$ cat src/rtl/seq7_pkg.sv
package seq7_pkg;

    localparam int SEQ_W = 3;

    typedef enum logic [SEQ_W-1:0] {
        ST_ILLEGAL = 3'b000,
        ST_S1      = 3'b001,
        ST_S2      = 3'b011,
        ST_S3      = 3'b010,
        ST_S4      = 3'b110,
        ST_S5      = 3'b111,
        ST_S6      = 3'b101,
        ST_S7      = 3'b100
    } seq_code_e;

    localparam logic [SEQ_W-1:0] SEQ_START = ST_S1;

    // Successor as a direct code map; used by checks, not by the datapath.
    function automatic logic [SEQ_W-1:0] seq_successor(input logic [SEQ_W-1:0] code);
        logic [SEQ_W-1:0] nxt;
        case (code)
            3'b001:  nxt = 3'b011;
            3'b011:  nxt = 3'b010;
            3'b010:  nxt = 3'b110;
            3'b110:  nxt = 3'b111;
            3'b111:  nxt = 3'b101;
            3'b101:  nxt = 3'b100;
            3'b100:  nxt = 3'b001;
            default: nxt = 3'b001;
        endcase
        return nxt;
    endfunction

endpackage

$ cat src/rtl/seq7_toggle_gen.sv
module seq7_toggle_gen
    import seq7_pkg::*;
(
    input  logic [SEQ_W-1:0] cur_i,
    input  logic             en_i,
    output logic [SEQ_W-1:0] tgl_o
);

    seq_code_e        cur_code;
    logic [SEQ_W-1:0] raw_tgl;

    assign cur_code = seq_code_e'(cur_i);

    // Per-state toggle pattern: bits that must flip to reach the successor.
    always_comb begin
        unique case (cur_code)
            ST_S1:      raw_tgl = 3'b010;  // S1 -> S2
            ST_S2:      raw_tgl = 3'b001;  // S2 -> S3
            ST_S3:      raw_tgl = 3'b100;  // S3 -> S4
            ST_S4:      raw_tgl = 3'b001;  // S4 -> S5
            ST_S5:      raw_tgl = 3'b010;  // S5 -> S6
            ST_S6:      raw_tgl = 3'b001;  // S6 -> S7
            ST_S7:      raw_tgl = 3'b101;  // S7 -> S1
            ST_ILLEGAL: raw_tgl = 3'b001;  // ILLEGAL -> S1
        endcase
    end

    assign tgl_o = en_i ? raw_tgl : '0;

endmodule

$ cat src/rtl/seq7_tbit.sv
module seq7_tbit #(
    parameter logic RST_VAL = 1'b0
) (
    input  logic clk,
    input  logic rst,
    input  logic tgl_i,
    output logic q_o
);

    logic q_r;

    always_ff @(posedge clk) begin
        if (rst) begin
            q_r <= RST_VAL;
        end else begin
            q_r <= q_r ^ tgl_i;
        end
    end

    assign q_o = q_r;

    AST_TBIT_HOLD: assert property (@(posedge clk) disable iff (rst)
        !tgl_i |=> $stable(q_r));

endmodule

$ cat src/rtl/seq7_counter.sv
module seq7_counter
    import seq7_pkg::*;
(
    input  logic             clk,
    input  logic             rst,
    input  logic             cnt_en,
    output logic [SEQ_W-1:0] state_q,
    output logic             illegal_o
);

    logic [SEQ_W-1:0] tgl;
    logic [SEQ_W-1:0] bits_q;

    seq7_toggle_gen u_tgl (
        .cur_i (bits_q),
        .en_i  (cnt_en),
        .tgl_o (tgl)
    );

    generate
        for (genvar i = 0; i < SEQ_W; i++) begin : g_bit
            seq7_tbit #(
                .RST_VAL (SEQ_START[i])
            ) u_bit (
                .clk   (clk),
                .rst   (rst),
                .tgl_i (tgl[i]),
                .q_o   (bits_q[i])
            );
        end
    endgenerate

    // Output process
    always_comb begin
        state_q   = bits_q;
        illegal_o = (bits_q == ST_ILLEGAL);
    end

    AST_STEP_ORDER: assert property (@(posedge clk) disable iff (rst)
        (cnt_en && !illegal_o) |=> (state_q == seq_successor($past(state_q))));

    AST_HOLD_WHEN_OFF: assert property (@(posedge clk) disable iff (rst)
        !cnt_en |=> $stable(state_q));

    AST_SELF_START: assert property (@(posedge clk) disable iff (rst)
        (cnt_en && state_q == 3'b000) |=> (state_q == 3'b001));

    AST_NEVER_ENTER: assert property (@(posedge clk) disable iff (rst)
        !illegal_o |=> !illegal_o);

    AST_BIT_CHANGES: assert property (@(posedge clk) disable iff (rst)
        cnt_en |=> ($countones(state_q ^ $past(state_q)) >= 1 &&
                    $countones(state_q ^ $past(state_q)) <= 2));

endmodule

$ cat config.mk
export PLATFORM = sky130hd
export DESIGN_NAME = seq7_counter
export DESIGN_NICKNAME = d
export VERILOG_FILES = /design/src/rtl/seq7_pkg.sv /design/src/rtl/seq7_toggle_gen.sv /design/src/rtl/seq7_tbit.sv /design/src/rtl/seq7_counter.sv
export SDC_FILE = /design/constraint.sdc
export NUM_CORES = 1
export LEC_CHECK = 0
export BUFFER_PORTS_ARGS = -buffer_cell sky130_fd_sc_hd__clkbuf_2
export CORE_AREA = 2 2 39 41
export CTS_BUF_LIST = sky130_fd_sc_hd__clkbuf_4
export DETAILED_ROUTE_END_ITERATION = 12
export DIE_AREA = 0 0 41 43
export HOLD_SLACK_MARGIN = 0.05
export RECOVER_POWER = 100
export SETUP_SLACK_MARGIN = 0.15
export SKIP_LAST_GASP = 1
export SLEW_MARGIN = 10
export SYNTH_ARGS = -nofsm -noshare
export SYNTH_HDL_FRONTEND = slang
export SYNTH_SLANG_ARGS = --single-unit
export TNS_END_PERCENT = 20
$ cat constraint.sdc
create_clock -name clk -period 2.4 [get_ports clk]
set_input_delay 0.72 -clock clk [delete_from_list [all_inputs] [get_ports clk]]
set_output_delay 0.72 -clock clk [all_outputs]
set_load 0.02 [all_outputs]
==> impl_metrics.tcl, run 1 <==
set metrics [dict create \
    synth_area_leaders "dfxtp_1 (37%), ha_1 (7.7%), buf_4 (6.9%)" \
    yosysTopAreaCellShare 0.3692 \
    arrival_ns 2.09 \
    seq_area_frac_synth 0.3692 \
    grt_setup_unrepaired "no" \
    p_leak_nw 0.1509 \
    yosysTopAreaCell "dfxtp_1" \
    routedWlPerCell_microns 7.889 \
    root_buffer "clkbuf_4" \
    slowest_delay_ns 0.32 \
    clk_pin_slew_ns 0.04 \
    insertion_delay_ns 0.23 \
    skew_ns 0.001104 \
    cts_max_level 1 \
    synth_area_per_cell_sq_um 10.17 \
    cts_hold_buffers 0 \
    synthCells 32 \
    status "finished clean" \
    hp-class "reg2reg" \
    clockBufferDepth 2 \
    path_class "in2reg" \
    path_max_fanout 5 \
    cp-end-kind "register" \
    regArea_sq_um 120.1 \
    final_core_util 0.2495 \
    placed_area_sq_um 352.8 \
    finalSetupViolations 0 \
    die_h_microns 43 \
    multiInputGateArea_sq_um 147.6 \
    cts_resized 0 \
    crit_slowest_cell "mux2i_1" \
    hp-start "u_tgl.raw_tgl[0]$_DFF_P_" \
    antenna_found_initial 0 \
    cts_tree "done" \
    numCtsBuffers 3 \
    tns_ns 0 \
    syn_to_final_growth_pct 6.154 \
    rr_startpoint "g_bit[1].u_bit.q_o$_SDFF_PP0_" \
    vias_per_cell 4.148 \
    routed_wl_microns 426 \
    hold_viol 0 \
    nNetsFinal 45 \
    yosysWarnings 0 \
    clock.fmax_ghz 0.5191 \
    fin_crit_sh 0.8026 \
    overflow 0 \
    detail_route.drc_violations 0 \
    grt_max_degree 8 \
    synth_nets 37 \
    period_needed_ns 1.926 \
    r2r-end "u_tgl.raw_tgl[0]$_DFF_P_" \
    syn-cell-area_sq_um 325.3 \
    whs_endpoint "g_bit[0].u_bit.q_o$_SDFF_PP1_" \
    boundaryPins 7 \
    initial_utilization 0.2351 \
    synth-seq-cells 6 \
    synth_cell_types 20 \
    cts_sinks 6 \
    drv_slew 0 \
    die_area_sq_um 1763 \
    cp_cell_sequence "clkbuf_1 > nand2_2 > mux2i_1 > clkinv_1 > ha_1 > nor2b_1 > a31oi_1" \
    worstHoldPathCells 2 \
    ir_drop_v 0.0001472 \
    first_global_vias 200 \
    cp.required_ns 2.56 \
    cts_setup_buffers 0 \
    fp.dieW_microns 41 \
    start_kind "input pin" \
    tightest_slew_ns 0.5297 \
    reg2reg_slack_ns 0.77 \
    power-per-cell-area_nw_per_um2 951.0 \
    final_cell_area_sq_um 345.3 \
    grt_pass1_wl_microns 717 \
    drive_above_1_share 0.2105 \
    gp_congestion 0.5355 \
    slew_headroom 0.6469 \
    fillers 163 \
    worst-path-buf-inv 2 \
    ant_nets 0 \
    maxCapViolCount 0 \
    r2r_cells 6 \
    diodes 0 \
    dr_total_vias 224 \
    final_cell_mix "dfxtp_1 (6), clkbuf_1 (5), clkbuf_4 (3)" \
    crit_family "buffers and inverters" \
    drt_iter0_drc 0 \
    core_sq_um 1384 \
    rows 14 \
    final_common_cell "dfxtp_1" \
    grt_util_all_layers 0.06137 \
    first_pass_iters 1 \
    io_buffers 6 \
]
## area by class of cell
class,count,area share
repair buffers,6,0.06884
multi-input cells,20,0.4275
inverters,3,0.03261
flip-flops and latches,6,0.3478
well taps,16,0.05797
clock buffers,3,0.06522
## power breakdown
group	total [mW]	internal (mW)	switching, mW
Combinational	0.101	0.0433	0.0576
Clock	0.0850	0.0561	0.0289
Sequential	0.142	0.127	0.0153
## worst reg2reg max path: cells and delay by family, from the launching register on
family,cells,cell delay (ns)
AND/OR/NAND/NOR,2,0.26
buffers and inverters,1,0.22
adder cells (fa/ha/maj),1,0.30
flip-flops,1,0.32
multiplexers,1,0.31
AO/OA/AOI/OAI,1,0.15
## worst max-delay path by stage
stage,endpoint,slack (ns),cells past startpoint,from
CTS,illegal_o,0.73,2,g_bit[1].u_bit.q_o$_SDFF_PP0_
detailed placement,u_tgl.raw_tgl[0]$_DFF_P_,0.50,7,cnt_en
floorplan,u_tgl.raw_tgl[0]$_DFF_P_,0.74,6,cnt_en
finish,u_tgl.raw_tgl[0]$_DFF_P_,0.47,7,cnt_en
global placement,u_tgl.raw_tgl[0]$_DFF_P_,0.54,7,cnt_en
global route,u_tgl.raw_tgl[0]$_DFF_P_,0.33,7,cnt_en
## cells by family after synthesis
group,count (synthesis),synth area share
AOI/OAI and AO/OA,8,0.2346
adders and majority gates,2,0.07691
buffers and inverters,6,0.1038
DFF,6,0.3692
muxes,1,0.06923
and+or+nand+nor,9,0.1461
## state kept, by name (all words and copies together) (netlist names)
name	flops
g_bit.u_bit.q_o	3
u_tgl.raw_tgl	3
## per-stage QoR
stage	hold slack, ns	total power, mW	setup WS, ns	cells
2_1_floorplan	0.5019	0.2481	0.7353	32
3_3_place_gp	0.5172	0.2602	0.5374	51
3_5_place_dp	0.5268	0.2646	0.4958	51
4_1_cts	0.5363	0.3532	0.7289	54
5_1_grt	0.5573	0.3570	0.3259	54
6_report	0.5346	0.3284	0.4737	54
## synth_stat cells (all sizes together)
master and n:
dfxtp 6, a21o 3, buf 3, inv 3, nand2 3, ha 2
nor2b 2, o31ai 2, a21bo 1, a21oi 1, a31oi 1, mux2i 1
nand3 1, nand3b 1, nor2 1, nor3 1
## per-layer routing
layer / up-vias / global-route usage / wire [microns]
met5: - / 0 / 0
met3: 0 / 0.01571 / 18
met1: 97 / 0.06149 / 179
li1: 121 / - / -
met2: 6 / 0.09375 / 228
met4: 0 / 0.06000 / 0
Note: power is estimated with default switching activity, not from simulation.
==> run 2, diff against run 1 <==
--- a/config.mk
+++ b/config.mk
@@ -5,6 +5,7 @@
 export SDC_FILE = /design/constraint.sdc
 export NUM_CORES = 1
 export LEC_CHECK = 0
+export ABC_AREA = 1
 export BUFFER_PORTS_ARGS = -buffer_cell sky130_fd_sc_hd__clkbuf_2
 export CORE_AREA = 2 2 39 41
 export CTS_BUF_LIST = sky130_fd_sc_hd__clkbuf_4
==> constraint.sdc (replaced) <==
create_clock -name clk -period 1.67 [get_ports clk]
set_input_delay 0.501 -clock clk [delete_from_list [all_inputs] [get_ports clk]]
set_output_delay 0.501 -clock clk [all_outputs]
set_load 0.02 [all_outputs]
==> run 2 against run 1 <==
Compared with the run above:
- die area did not move
- clock power increased by 53%
- flip-flop and latch count did not move
- worst hold slack better by 0.012 ns
- worst setup slack lost 0.30 ns
- area after synthesis grew 6.9%
- power grew 34%
- critical endpoint is now illegal_o
- critical path type is now reg2out
- global-route usage grew 1.5 points
- routed wire length up 26%
==> impl_metrics.tcl, run 2 <==
set metrics [dict create \
    ant_nets 0 \
    hold_viol 0 \
    synth_area_per_cell_sq_um 7.401 \
    p_comb_frac 0.282 \
    yosysMostFrequentCell "nand2_1" \
    drive_above_1_share 0.1887 \
    diodes 0 \
    syn_to_final_growth_pct 8.273 \
    synth.top_cells.by_count "nand2_1 (13), nand3_1 (7), dfxtp_1 (6)" \
    gp_congestion 0.7032 \
    dr_total_vias 285 \
    fp.dieW_microns 41 \
    fin_crit_sh 0.8983 \
    first_global_vias 243 \
    yosysTopAreaCell "dfxtp_1" \
    die_h_microns 43 \
    cp.required_ns 1.17 \
    place_hpwl_microns 442.8 \
    finalSetupViolations 0 \
    cts_hold_buffers 0 \
    cts_setup_buffers 0 \
    boundaryPins 7 \
    syn-cell-area_sq_um 347.8 \
    synthArstFlopShare 0 \
    clockBufferDepth 2 \
    synth_nets 52 \
    synth_edf_count 0 \
    pwr-share-seq 0.425 \
    grt_pass1_wl_microns 869 \
    power_frac_clock 0.293 \
    initial_utilization 0.2514 \
    maxCapViolCount 0 \
    path_depth 2 \
    start_kind "register" \
    synth_area_leaders "dfxtp_1 (35%), nand2_1 (14%), nand3_1 (10%)" \
    routed_wl_microns 536 \
    final_cell_area_sq_um 376.6 \
    arrival_ns 1.00 \
    reg2reg_slack_ns 0.45 \
    cp-end-kind "primary output" \
    yosysWarnings 0 \
    rows 14 \
    final_cell_mix "nand2_1 (14), nand3_1 (8), dfxtp_1 (6)" \
    insertion_delay_ns 0.24 \
    worstHoldPathCells 3 \
    overflow 0 \
    grt_setup_unrepaired "no" \
    drv_slew 0 \
    nNetsFinal 60 \
    p_leak_nw 0.1934 \
    clk_pin_slew_ns 0.04 \
    detail_route.drc_violations 0 \
    antenna_found_initial 0 \
    placed_area_sq_um 375.4 \
    cts_resized 0 \
    period_needed_ns 1.500 \
    yosysTopAreaCellShare 0.3453 \
    final_common_cell "nand2_1" \
    path_max_fanout 4 \
    slowest_delay_ns 0.33 \
    routedWlPerCell_microns 7.768 \
    crit_slowest_cell "dfxtp_1" \
    ir_drop_v 0.0002052 \
    grt_max_degree 7 \
    cp_cell_sequence "nor3_1 > clkbuf_1" \
    p_int_uw 293.5 \
    synthCells 47 \
    die_area_sq_um 1763 \
    drt_iter0_drc 7 \
    cts_tree "done" \
    numCtsBuffers 3 \
    synth_cell_types 12 \
    core_sq_um 1384 \
    io_buffers 6 \
    skew_ns 0.003822 \
    worst-path-buf-inv 1 \
    first_pass_iters 3 \
    grt_util_all_layers 0.07631 \
    synth_ff_type "dfxtp_1" \
    tightest_slew_ns 0.2481 \
    crit_family "flip-flops" \
    path_class "reg2out" \
    root_buffer "clkbuf_4" \
    synth-seq-cells 6 \
    seq_area_frac_synth 0.3453 \
    cts_sinks 6 \
    power-per-cell-area_nw_per_um2 1173 \
    cts_max_level 1 \
    p_sw_uw 148.2 \
    clock.fmax_ghz 0.6666 \
    vias_per_cell 4.130 \
    status "finished clean" \
    swShare 0.3355 \
    final_core_util 0.2722 \
    r2r_cells 8 \
    tns_ns 0 \
    hp-class "reg2reg" \
    slew_headroom 0.8353 \
]
run 2: cell count changes after synthesis, sizes merged:
cell / previous run / this run
o31ai: 2 / 0
nor2b: 2 / 0
inv: 3 / 7
mux2i: 1 / 0
nand2: 3 / 16
nor2: 1 / 3
nand3b: 1 / 0
a31oi: 1 / 0
a21bo: 1 / 0
nand3: 1 / 9
a21o: 3 / 0
a21oi: 1 / 0
run 2: area by class of cell:
| class | count | area, sq um |
|---|---|---|
| clock buffer | 3 | 22.52 |
| fill | 157 | 1007 |
| inverter | 7 | 26.28 |
| multi-input combinational | 31 | 163.9 |
| sequential | 6 | 120.1 |
| tap | 16 | 20.02 |
| timing repair buffer | 6 | 23.77 |
run 2: final timing paths:
| check | startpoint | endpoint |
|---|---|---|
| setup / recovery | g_bit[1].u_bit.q_o$_SDFF_PP0_ | illegal_o |
| hold / removal | u_tgl.raw_tgl[0]$_DFF_P_ | g_bit[0].u_bit.q_o$_SDFF_PP1_ |
| setup reg to reg | g_bit[1].u_bit.q_o$_SDFF_PP0_ | u_tgl.raw_tgl[0]$_DFF_P_ |
| hold reg to reg | u_tgl.raw_tgl[0]$_DFF_P_ | g_bit[0].u_bit.q_o$_SDFF_PP1_ |
run 2: per-layer routing:
metal,GRT usage,wire length [microns],vias to the layer above
li1,-,-,156
met1,0.07074,246,119
met2,0.1219,247,8
met3,0.01571,25,2
met4,0.08000,15,0
met5,0,0,-
run 2: cells by family (layout without fill, tap and decap cells):
group	count (synthesis)	in the layout	synth area share
AND/OR/NAND/NOR	29	29	0.4424
flip-flops	6	6	0.3453
buffers and inverters	10	16	0.1403
adder cells (fa/ha/maj)	2	2	0.07193
run 2: tightest hold or removal path, delay by kind of cell (launching register included):
kind             cells  cell delay, ns
and+or+nand+nor      3            0.21
DFF                  1            0.30
run 2: power by group through the flow:
stage | clock network [mW] | logic (mW) | registers [mW]
after detailed placement | 0 | 0.139 | 0.190
after global routing | 0.147 | 0.144 | 0.191
after CTS | 0.137 | 0.140 | 0.188
after global placement | 0 | 0.137 | 0.190
after floorplan | 0 | 0.122 | 0.187
final | 0.130 | 0.124 | 0.188
run 2: stage by stage:
step                worst slack [ns]  cells  power [mW]  hold slack, ns
CTS                           0.2133     69      0.4648          0.5571
detailed placement            0.1933     66      0.3292          0.5484
global route                 0.08150     69      0.4819          0.5837
global placement              0.1981     66      0.3279          0.5438
finish                        0.1699     69      0.4417          0.5471
floorplan                     0.3472     47      0.3088          0.5210
